==> config.mk <==
export PLATFORM = sky130hd
export DESIGN_NAME = pbus_host
export DESIGN_NICKNAME = d
export VERILOG_FILES = /design/src/rtl/pbus_pkg.sv /design/src/rtl/pbus_seq.sv /design/src/rtl/pbus_datapath.sv /design/src/rtl/pbus_pins.sv /design/src/rtl/pbus_host.sv
export SDC_FILE = /design/constraint.sdc
export NUM_CORES = 1
export LEC_CHECK = 0
export ABC_CLOCK_PERIOD_IN_PS = 1500
export BUFFER_PORTS_ARGS = -buffer_cell sky130_fd_sc_hd__buf_2
export CAP_MARGIN = 20
export CORE_MARGIN = 4
export CORE_UTILIZATION = 43
export DETAILED_ROUTE_END_ITERATION = 10
export GPL_TIMING_DRIVEN = 1
export MAX_ROUTING_LAYER = met4
export PLACE_DENSITY_LB_ADDON = 0.3
export SLEW_MARGIN = 20
export SYNTH_ARGS = -nofsm -noshare
export SYNTH_HDL_FRONTEND = slang
export SYNTH_SLANG_ARGS = --single-unit
==> constraint.sdc <==
create_clock -name clk -period 1.5 [get_ports clk]
set_input_delay 0.225 -clock clk [delete_from_list [all_inputs] [get_ports clk]]
set_output_delay 0.225 -clock clk [all_outputs]
set_load 0.1 [all_outputs]
==> src/rtl/pbus_pkg.sv <==
package pbus_pkg;

   typedef enum logic [1:0] {
      PH_IDLE = 2'd0,
      PH_AHI  = 2'd1,
      PH_ALO  = 2'd2,
      PH_DATA = 2'd3
   } phase_e;

   typedef enum logic [1:0] {
      MX_SPLIT  = 2'b00,
      MX_LO8    = 2'b01,
      MX_FULL8  = 2'b10,
      MX_FULL16 = 2'b11
   } mux_e;

   typedef enum logic [1:0] {
      SF_ADDR = 2'b00,
      SF_SEL2 = 2'b01,
      SF_BOTH = 2'b10,
      SF_RSVD = 2'b11
   } selfn_e;

   function automatic phase_e first_phase(input mux_e m);
      unique case (m)
         MX_SPLIT: return PH_DATA;
         MX_FULL8: return PH_AHI;
         default:  return PH_ALO;
      endcase
   endfunction

   function automatic phase_e next_phase(input phase_e p);
      unique case (p)
         PH_AHI:  return PH_ALO;
         PH_ALO:  return PH_DATA;
         default: return PH_IDLE;
      endcase
   endfunction

   function automatic logic wide_data(input mux_e m);
      return (m == MX_SPLIT) || (m == MX_FULL16);
   endfunction

endpackage

==> src/rtl/pbus_seq.sv <==
module pbus_seq import pbus_pkg::*; #(
   parameter int PHASE_CYC = 2
) (
   input  logic   clk,
   input  logic   rst_n,
   input  logic   en,
   input  logic   start,
   input  mux_e   mux,
   output logic   accept,
   output phase_e phase,
   output logic   mid,
   output logic   last_data,
   output logic   done
);

   localparam int CNT_W = (PHASE_CYC > 1) ? $clog2(PHASE_CYC) : 1;
   localparam logic [CNT_W-1:0] CNT_LAST = CNT_W'(PHASE_CYC - 1);
   localparam logic [CNT_W-1:0] CNT_MID  = CNT_W'(PHASE_CYC / 2);

   logic [CNT_W-1:0] cnt;
   logic             at_end;

   assign accept    = start && en && (phase == PH_IDLE);
   assign at_end    = (cnt == CNT_LAST);
   assign mid       = (cnt == CNT_MID);
   assign last_data = (phase == PH_DATA) && at_end;

   always_ff @(posedge clk or negedge rst_n) begin
      if (!rst_n) begin
         phase <= PH_IDLE;
         cnt   <= '0;
         done  <= 1'b0;
      end else begin
         done <= last_data;
         if (accept) begin
            phase <= first_phase(mux);
            cnt   <= '0;
         end else if (phase != PH_IDLE) begin
            if (at_end) begin
               cnt   <= '0;
               phase <= next_phase(phase);
            end else begin
               cnt <= cnt + 1'b1;
            end
         end
      end
   end

   // completion is a single-cycle pulse
   a_r2_done_pulse: assert property (@(posedge clk) disable iff (!rst_n)
      done |=> !done);
   // done only appears once the bus is idle again
   a_r2_done_idle: assert property (@(posedge clk) disable iff (!rst_n)
      done |-> (phase == PH_IDLE));
   // with the enable low an idle sequencer stays idle
   a_r1_off_idle: assert property (@(posedge clk) disable iff (!rst_n)
      (phase == PH_IDLE && !en) |=> (phase == PH_IDLE));
   // a phase holds for its full cycle count
   a_r2_phase_hold: assert property (@(posedge clk) disable iff (!rst_n)
      (phase != PH_IDLE && !at_end) |=> $stable(phase));

endmodule

==> src/rtl/pbus_datapath.sv <==
module pbus_datapath import pbus_pkg::*; #(
   parameter int ADDR_W = 16,
   parameter int DATA_W = 16
) (
   input  logic              clk,
   input  logic              rst_n,
   input  logic              accept,
   input  mux_e              mux,
   input  logic [ADDR_W-1:0] req_addr,
   input  logic [DATA_W-1:0] req_wdata,
   input  logic              req_write,
   input  phase_e            phase,
   input  logic              cap,
   input  logic [DATA_W-1:0] bus_din,
   output logic [ADDR_W-1:0] bus_addr,
   output logic [DATA_W-1:0] bus_dout,
   output logic              bus_doe,
   output logic [DATA_W-1:0] rdata,
   output logic [1:0]        top_abits,
   output logic              wr_q
);

   localparam int LANES = DATA_W / 8;

   logic [ADDR_W-1:0] a_q;
   logic [DATA_W-1:0] w_q;
   mux_e              mux_q;
   logic              wide_q;

   always_ff @(posedge clk or negedge rst_n) begin
      if (!rst_n) begin
         a_q   <= '0;
         w_q   <= '0;
         wr_q  <= 1'b0;
         mux_q <= MX_SPLIT;
      end else if (accept) begin
         a_q   <= req_addr;
         w_q   <= req_wdata;
         wr_q  <= req_write;
         mux_q <= mux;
      end
   end

   assign wide_q    = wide_data(mux_q);
   assign top_abits = a_q[ADDR_W-1 -: 2];

   always_comb begin
      bus_addr = '0;
      if (phase != PH_IDLE) begin
         unique case (mux_q)
            MX_SPLIT: bus_addr = a_q;
            MX_LO8:   bus_addr = {a_q[ADDR_W-1:8], 8'h00};
            default:  bus_addr = '0;
         endcase
      end
   end

   assign bus_doe = (phase == PH_AHI) || (phase == PH_ALO) ||
                    ((phase == PH_DATA) && wr_q);

   for (genvar b = 0; b < LANES; b++) begin : g_lane
      logic [7:0] out_b;
      logic [7:0] cap_b;
      logic [7:0] rd_b;
      logic       lane_live;

      assign lane_live = wide_q || (b == 0);

      always_comb begin
         out_b = 8'h00;
         unique case (phase)
            PH_AHI:  if (b == 0) out_b = a_q[ADDR_W-1 -: 8];
            PH_ALO:  begin
               if (mux_q == MX_FULL16) out_b = a_q[b*8 +: 8];
               else if (b == 0)        out_b = a_q[7:0];
            end
            PH_DATA: if (wr_q && lane_live) out_b = w_q[b*8 +: 8];
            default: out_b = 8'h00;
         endcase
      end

      assign cap_b = lane_live ? bus_din[b*8 +: 8] : 8'h00;

      always_ff @(posedge clk or negedge rst_n) begin
         if (!rst_n)          rd_b <= 8'h00;
         else if (cap && !wr_q) rd_b <= cap_b;
      end

      assign bus_dout[b*8 +: 8] = out_b;
      assign rdata[b*8 +: 8]    = rd_b;
   end

   // data pins are released during a read's data phase
   a_r11_read_release: assert property (@(posedge clk) disable iff (!rst_n)
      (phase == PH_DATA && !wr_q) |-> !bus_doe);
   // the captured request does not move while a transaction runs
   a_r10_req_hold: assert property (@(posedge clk) disable iff (!rst_n)
      (phase != PH_IDLE) |=> ($stable(a_q) && $stable(w_q) && $stable(wr_q)));
   // nothing is driven on the pins while idle
   a_r3_idle_quiet: assert property (@(posedge clk) disable iff (!rst_n)
      (phase == PH_IDLE) |-> (bus_dout == '0 && bus_addr == '0));

endmodule

==> src/rtl/pbus_pins.sv <==
module pbus_pins import pbus_pkg::*; (
   input  logic   clk,
   input  logic   rst_n,
   input  phase_e phase,
   input  logic   mid,
   input  logic   wr_q,
   input  logic [1:0] top_abits,
   input  selfn_e selfn,
   input  logic   lat_pol,
   input  logic [1:0] sel_pol,
   input  logic   dir_mode,
   input  logic [1:0] strb_oe,
   input  logic [1:0] strb_pol,
   output logic   lat_lo,
   output logic   lat_hi,
   output logic [1:0] sel,
   output logic [1:0] strb
);

   logic       busy;
   logic       in_data;
   logic       lo_act;
   logic       hi_act;
   logic [1:0] strb_act;

   assign busy    = (phase != PH_IDLE);
   assign in_data = (phase == PH_DATA);
   assign lo_act  = (phase == PH_ALO) && mid;
   assign hi_act  = (phase == PH_AHI) && mid;
   assign lat_lo  = lo_act ? lat_pol : ~lat_pol;
   assign lat_hi  = hi_act ? lat_pol : ~lat_pol;

   for (genvar i = 0; i < 2; i++) begin : g_sel
      logic as_sel;
      if (i == 0) begin : g_first
         assign as_sel = (selfn == SF_BOTH);
      end else begin : g_second
         assign as_sel = (selfn == SF_BOTH) || (selfn == SF_SEL2);
      end
      assign sel[i] = as_sel ? (busy ? sel_pol[i] : ~sel_pol[i])
                             : (busy & top_abits[i]);
   end

   // pin A: read strobe or direction line; pin B: write strobe or enable
   assign strb_act[0] = dir_mode ? (busy && !wr_q) : (in_data && !wr_q);
   assign strb_act[1] = dir_mode ? in_data : (in_data && wr_q);

   for (genvar s = 0; s < 2; s++) begin : g_strb
      assign strb[s] = (strb_oe[s] && strb_act[s]) ? strb_pol[s] : ~strb_pol[s];
   end

   // the two latch strobes never fire together
   a_r4_one_latch: assert property (@(posedge clk) disable iff (!rst_n)
      $onehot0({lo_act, hi_act}));
   // separate strobes are mutually exclusive
   a_r6_rw_exclusive: assert property (@(posedge clk) disable iff (!rst_n)
      !dir_mode |-> !(strb_act[0] && strb_act[1]));
   // an undriven strobe pin rests at its inactive level
   a_r8_pin_a_off: assert property (@(posedge clk) disable iff (!rst_n)
      !strb_oe[0] |-> (strb[0] == ~strb_pol[0]));
   a_r8_pin_b_off: assert property (@(posedge clk) disable iff (!rst_n)
      !strb_oe[1] |-> (strb[1] == ~strb_pol[1]));

endmodule

==> src/rtl/pbus_host.sv <==
module pbus_host import pbus_pkg::*; #(
   parameter int PHASE_CYC = 2,
   parameter int ADDR_W    = 16,
   parameter int DATA_W    = 16
) (
   input  logic              clk,
   input  logic              rst_n,
   input  logic              cfg_en,
   input  logic [1:0]        cfg_admux,
   input  logic [1:0]        cfg_selfn,
   input  logic              cfg_lat_pol,
   input  logic              cfg_sel1_pol,
   input  logic              cfg_sel2_pol,
   input  logic              cfg_dir_mode,
   input  logic              cfg_strb_a_oe,
   input  logic              cfg_strb_b_oe,
   input  logic              cfg_strb_a_pol,
   input  logic              cfg_strb_b_pol,
   input  logic              req_start,
   input  logic              req_write,
   input  logic [ADDR_W-1:0] req_addr,
   input  logic [DATA_W-1:0] req_wdata,
   output logic [DATA_W-1:0] rsp_rdata,
   output logic              rsp_busy,
   output logic              rsp_done,
   output logic [ADDR_W-1:0] bus_addr,
   output logic [DATA_W-1:0] bus_dout,
   output logic              bus_doe,
   input  logic [DATA_W-1:0] bus_din,
   output logic              bus_lat_lo,
   output logic              bus_lat_hi,
   output logic              bus_sel1,
   output logic              bus_sel2,
   output logic              bus_strb_a,
   output logic              bus_strb_b
);

   if (PHASE_CYC < 1) begin : g_bad_phase
      $error("pbus_host: PHASE_CYC must be at least 1");
   end
   if (ADDR_W != 16 || DATA_W != 16) begin : g_bad_width
      $error("pbus_host: sharing schemes are defined for a 16-bit address and data");
   end

   mux_e       mux;
   phase_e     phase;
   logic       accept;
   logic       mid;
   logic       last_data;
   logic       wr_q;
   logic [1:0] top_abits;
   logic [1:0] sel;
   logic [1:0] strb;

   assign mux = mux_e'(cfg_admux);

   pbus_seq #(.PHASE_CYC(PHASE_CYC)) u_seq (
      .clk       (clk),
      .rst_n     (rst_n),
      .en        (cfg_en),
      .start     (req_start),
      .mux       (mux),
      .accept    (accept),
      .phase     (phase),
      .mid       (mid),
      .last_data (last_data),
      .done      (rsp_done)
   );

   pbus_datapath #(.ADDR_W(ADDR_W), .DATA_W(DATA_W)) u_dp (
      .clk       (clk),
      .rst_n     (rst_n),
      .accept    (accept),
      .mux       (mux),
      .req_addr  (req_addr),
      .req_wdata (req_wdata),
      .req_write (req_write),
      .phase     (phase),
      .cap       (last_data),
      .bus_din   (bus_din),
      .bus_addr  (bus_addr),
      .bus_dout  (bus_dout),
      .bus_doe   (bus_doe),
      .rdata     (rsp_rdata),
      .top_abits (top_abits),
      .wr_q      (wr_q)
   );

   pbus_pins u_pins (
      .clk       (clk),
      .rst_n     (rst_n),
      .phase     (phase),
      .mid       (mid),
      .wr_q      (wr_q),
      .top_abits (top_abits),
      .selfn     (selfn_e'(cfg_selfn)),
      .lat_pol   (cfg_lat_pol),
      .sel_pol   ({cfg_sel2_pol, cfg_sel1_pol}),
      .dir_mode  (cfg_dir_mode),
      .strb_oe   ({cfg_strb_b_oe, cfg_strb_a_oe}),
      .strb_pol  ({cfg_strb_b_pol, cfg_strb_a_pol}),
      .lat_lo    (bus_lat_lo),
      .lat_hi    (bus_lat_hi),
      .sel       (sel),
      .strb      (strb)
   );

   assign bus_sel1   = sel[0];
   assign bus_sel2   = sel[1];
   assign bus_strb_a = strb[0];
   assign bus_strb_b = strb[1];
   assign rsp_busy   = (phase != PH_IDLE);

   // a start during a transaction does not restart it
   a_r10_no_restart: assert property (@(posedge clk) disable iff (!rst_n)
      (rsp_busy && req_start && !last_data) |=> rsp_busy);

endmodule

==> impl_metrics.tcl <==
set metrics [dict create \
    clk_pin_slew_worst_paths_ps 100 \
    clock_sinks 55 \
    vias_per_cell 5.14 \
    slowest_stage "dfrtp_2" \
    numCtsBuffers 5 \
    htree_levels 2 \
    r2r_start "u_seq.phase[1]$_DFFE_PN0P_" \
    slowest_delay_ps 490 \
    path_cells "inv_4, ha_4, clkinvlp_4, or3_4, o21ai_4, buf_12" \
    cp.arrival_ps 1870 \
    gp_congestion 0.832 \
    avgSynthCellArea_um2 12.3 \
    die_w_um 88.6 \
    yosysUniqueCellTypes 32 \
    setup.worst_path.start_class "flop" \
    synthesis.instances 227 \
    wl_per_cell_um 17.6 \
    cts_tree "built" \
    syn-cell-area_um2 2790 \
    clock_tree.buffer_depth 2 \
    antenna_found_initial 0 \
    first_pass_iters 5 \
    diodes 0 \
    critPathBufInv 3 \
    fmax_ghz 0.477 \
    core.rowCount 29 \
    nets 461 \
    drc_errors 0 \
    fin_crit_sh_pct 140 \
    timing.hold.ws_ps 138 \
    fill_cells 373 \
    area_delta_synth_final_pct 81.1 \
    die_h_um 88.6 \
    required_ps 1270 \
    synth_nets 303 \
    routed_wl_um 8170 \
    worst_slack_ps -596 \
    setup_viol 83 \
    rsz0062_at_grt "yes" \
    root_buffer "clkbuf_8" \
    vias 2381 \
    finalHoldViolCount 0 \
    slew_violations 0 \
    clkLatencyLatePin_ps 310 \
    status "finished with violations" \
    dp_hpwl_um 5980 \
    relSlewSlack_pct 62.2 \
    cp_max_fo 4 \
    r2r_slack_ps -150 \
    min_path_type "input port to flop" \
    grt_max_degree 56 \
    finClkSkew_ps 7.76 \
    worst_r2r_endpoint "u_dp.a_q[13]$_DFFE_PN0P_" \
    drt.antenna.violating_nets 0 \
    hp-start "req_wdata[13]" \
    final.setup.tns_ps -23650 \
    final_layout_size_suffix_gt1_share_pct 73.1 \
    yosysWarnings 0 \
    track_usage_pct 21.3 \
    core_area_um2 6310 \
    utilization_pct 80.1 \
    tightest_slew_ps 567 \
    ys_ff_latch 55 \
    pin_count 122 \
    path_class "flop to primary output" \
    dr.first_iter.drc_count 126 \
    yosysSeqAreaShare_pct 49.3 \
    cap_violations 0 \
    grt-ovfl-total 0 \
    cp.depth 6 \
    crit_path_end_kind "primary output" \
    dieArea_um2 7840 \
    violations "setup timing" \
    whs_endpoint "u_dp.w_q[13]$_DFFE_PN0P_" \
    grt_pass1_vias 2434 \
    period_needed_ps 2100 \
    io_buffer_count 121 \
    ff2ff_path_depth 6 \
    whs_path_depth 2 \
    grt_pass1_wl_um 12300 \
    start_util_pct 44.2 \
    critPathTopFamily "flip-flops" \
]
state kept, by name, summed over array words and instances (netlist names):
name,count
u_seq.done,1
u_dp.g_lane.rd_b,16
u_dp.w_q,16
u_seq.mid,1
u_dp.mux_q,2
u_dp.a_q,16
u_dp.wr_q,1
u_seq.phase,2
cell usage in the layout, fill, tap and decap left out, types with 2 or more instances in the layout:
master    synthesis  layout
nand2_4           0       2
buf_4             1      22
nand3b_4          1       3
and2_1           18       2
o21ai_0          10       8
dfrtp_1          55      52
ha_1             11       3
clkinv_2          0       2
clkbuf_8          0       5
nor2_4            0      10
nand2b_4          0       2
mux2_4            6      14
a22o_4            0       8
buf_6             3      10
mux2_2           37      29
nand2b_1         12      10
inv_1             6       2
ha_2              0       2
mux2i_1           5       5
inv_4             0       2
and2_4            0      17
dfrtp_2           0       3
nand2_1          11       8
xor2_4            0       3
a222oi_1          8       8
buf_12            0      46
ha_4              0       6
buf_2             3      81
cells in the mapped netlist, drive strengths merged:
cell	n	area share, %
nor2b	1	0.22
inv	6	0.81
o21ai	10	1.8
mux2	43	18
a21oi	3	0.54
dfrtp	55	49
nand3b	2	0.99
o211ai	1	0.27
o211a	1	0.36
a22o	8	2.5
and2b	1	0.27
nor2	10	1.3
ha	11	4.9
and2	19	4.3
buf	8	2.2
nand2b	12	2.7
nand2	11	1.5
nand3	1	0.63
nor3b	1	0.27
a222oi	8	2.9
xnor2	2	0.63
mux2i	5	1.8
xor2	3	0.94
or3	1	0.22
clkbuf	4	0.58
repair_timing:
item                                    4_1_cts  5_1_grt
buffers inserted                              3        7
endpoints found under the setup margin       85       92
resized for setup                            36       20
pin swaps                                    15       14
hold endpoints to repair                     55        0
gates cloned                                  2        0
hold buffers                                  1        0
cell families after synthesis:
logic type / Yosys count / share of synthesized area, %
adders and majority gates: 11 / 4.93
DFF: 55 / 49.3
AOI/OAI and AO/OA: 31 / 8.34
xor gates and xnor gates: 5 / 1.57
muxes: 48 / 19.9
and+or+nand+nor: 59 / 12.4
buffers and inverters: 18 / 3.54
cell type report:
class | count | area [µm²] | area share (%)
Inverter | 6 | 31.3 | 0.619
Clock buffer | 5 | 68.8 | 1.36
Multi-Input combinational cell | 156 | 1830 | 36.2
Sequential cell | 55 | 1380 | 27.3
Clock inverter | 3 | 18.8 | 0.371
Tap cell | 77 | 96.3 | 1.91
Timing Repair Buffer | 161 | 1630 | 32.2
layer usage:
layer  vias up  part of all wire [%]  global-route usage (%)
met5         -                     0                       -
met4         0                   2.1                    6.04
met3        14                   6.3                    3.17
met2        80                    54                    36.5
met1      1172                    38                    26.2
li1       1115                     -                       -
per-stage QoR:
stage | instance area, µm² | worst slack, ps | instances
3_5_place_dp | 4630 | -308 | 445
3_3_place_gp | 4630 | -266 | 445
2_1_floorplan | 3140 | -728 | 227
6_report | 5050 | -596 | 463
5_1_grt | 5050 | -653 | 463
4_1_cts | 4940 | -567 | 458
worst max path at each step:
| stage | start | to |
|---|---|---|
| detailed placement | u_seq.phase[0]$_DFFE_PN0P_ | bus_dout[2] |
| finish | u_seq.phase[1]$_DFFE_PN0P_ | bus_sel2 |
| floorplan | u_seq.phase[1]$_DFFE_PN0P_ | bus_sel2 |
| global route | u_seq.phase[1]$_DFFE_PN0P_ | bus_sel2 |
| CTS | u_seq.phase[1]$_DFFE_PN0P_ | bus_dout[1] |
| global placement | u_seq.phase[0]$_DFFE_PN0P_ | bus_dout[5] |
Power is not shown: default switching activity piles up to over one toggle a cycle in this logic, so the estimate is an artifact.
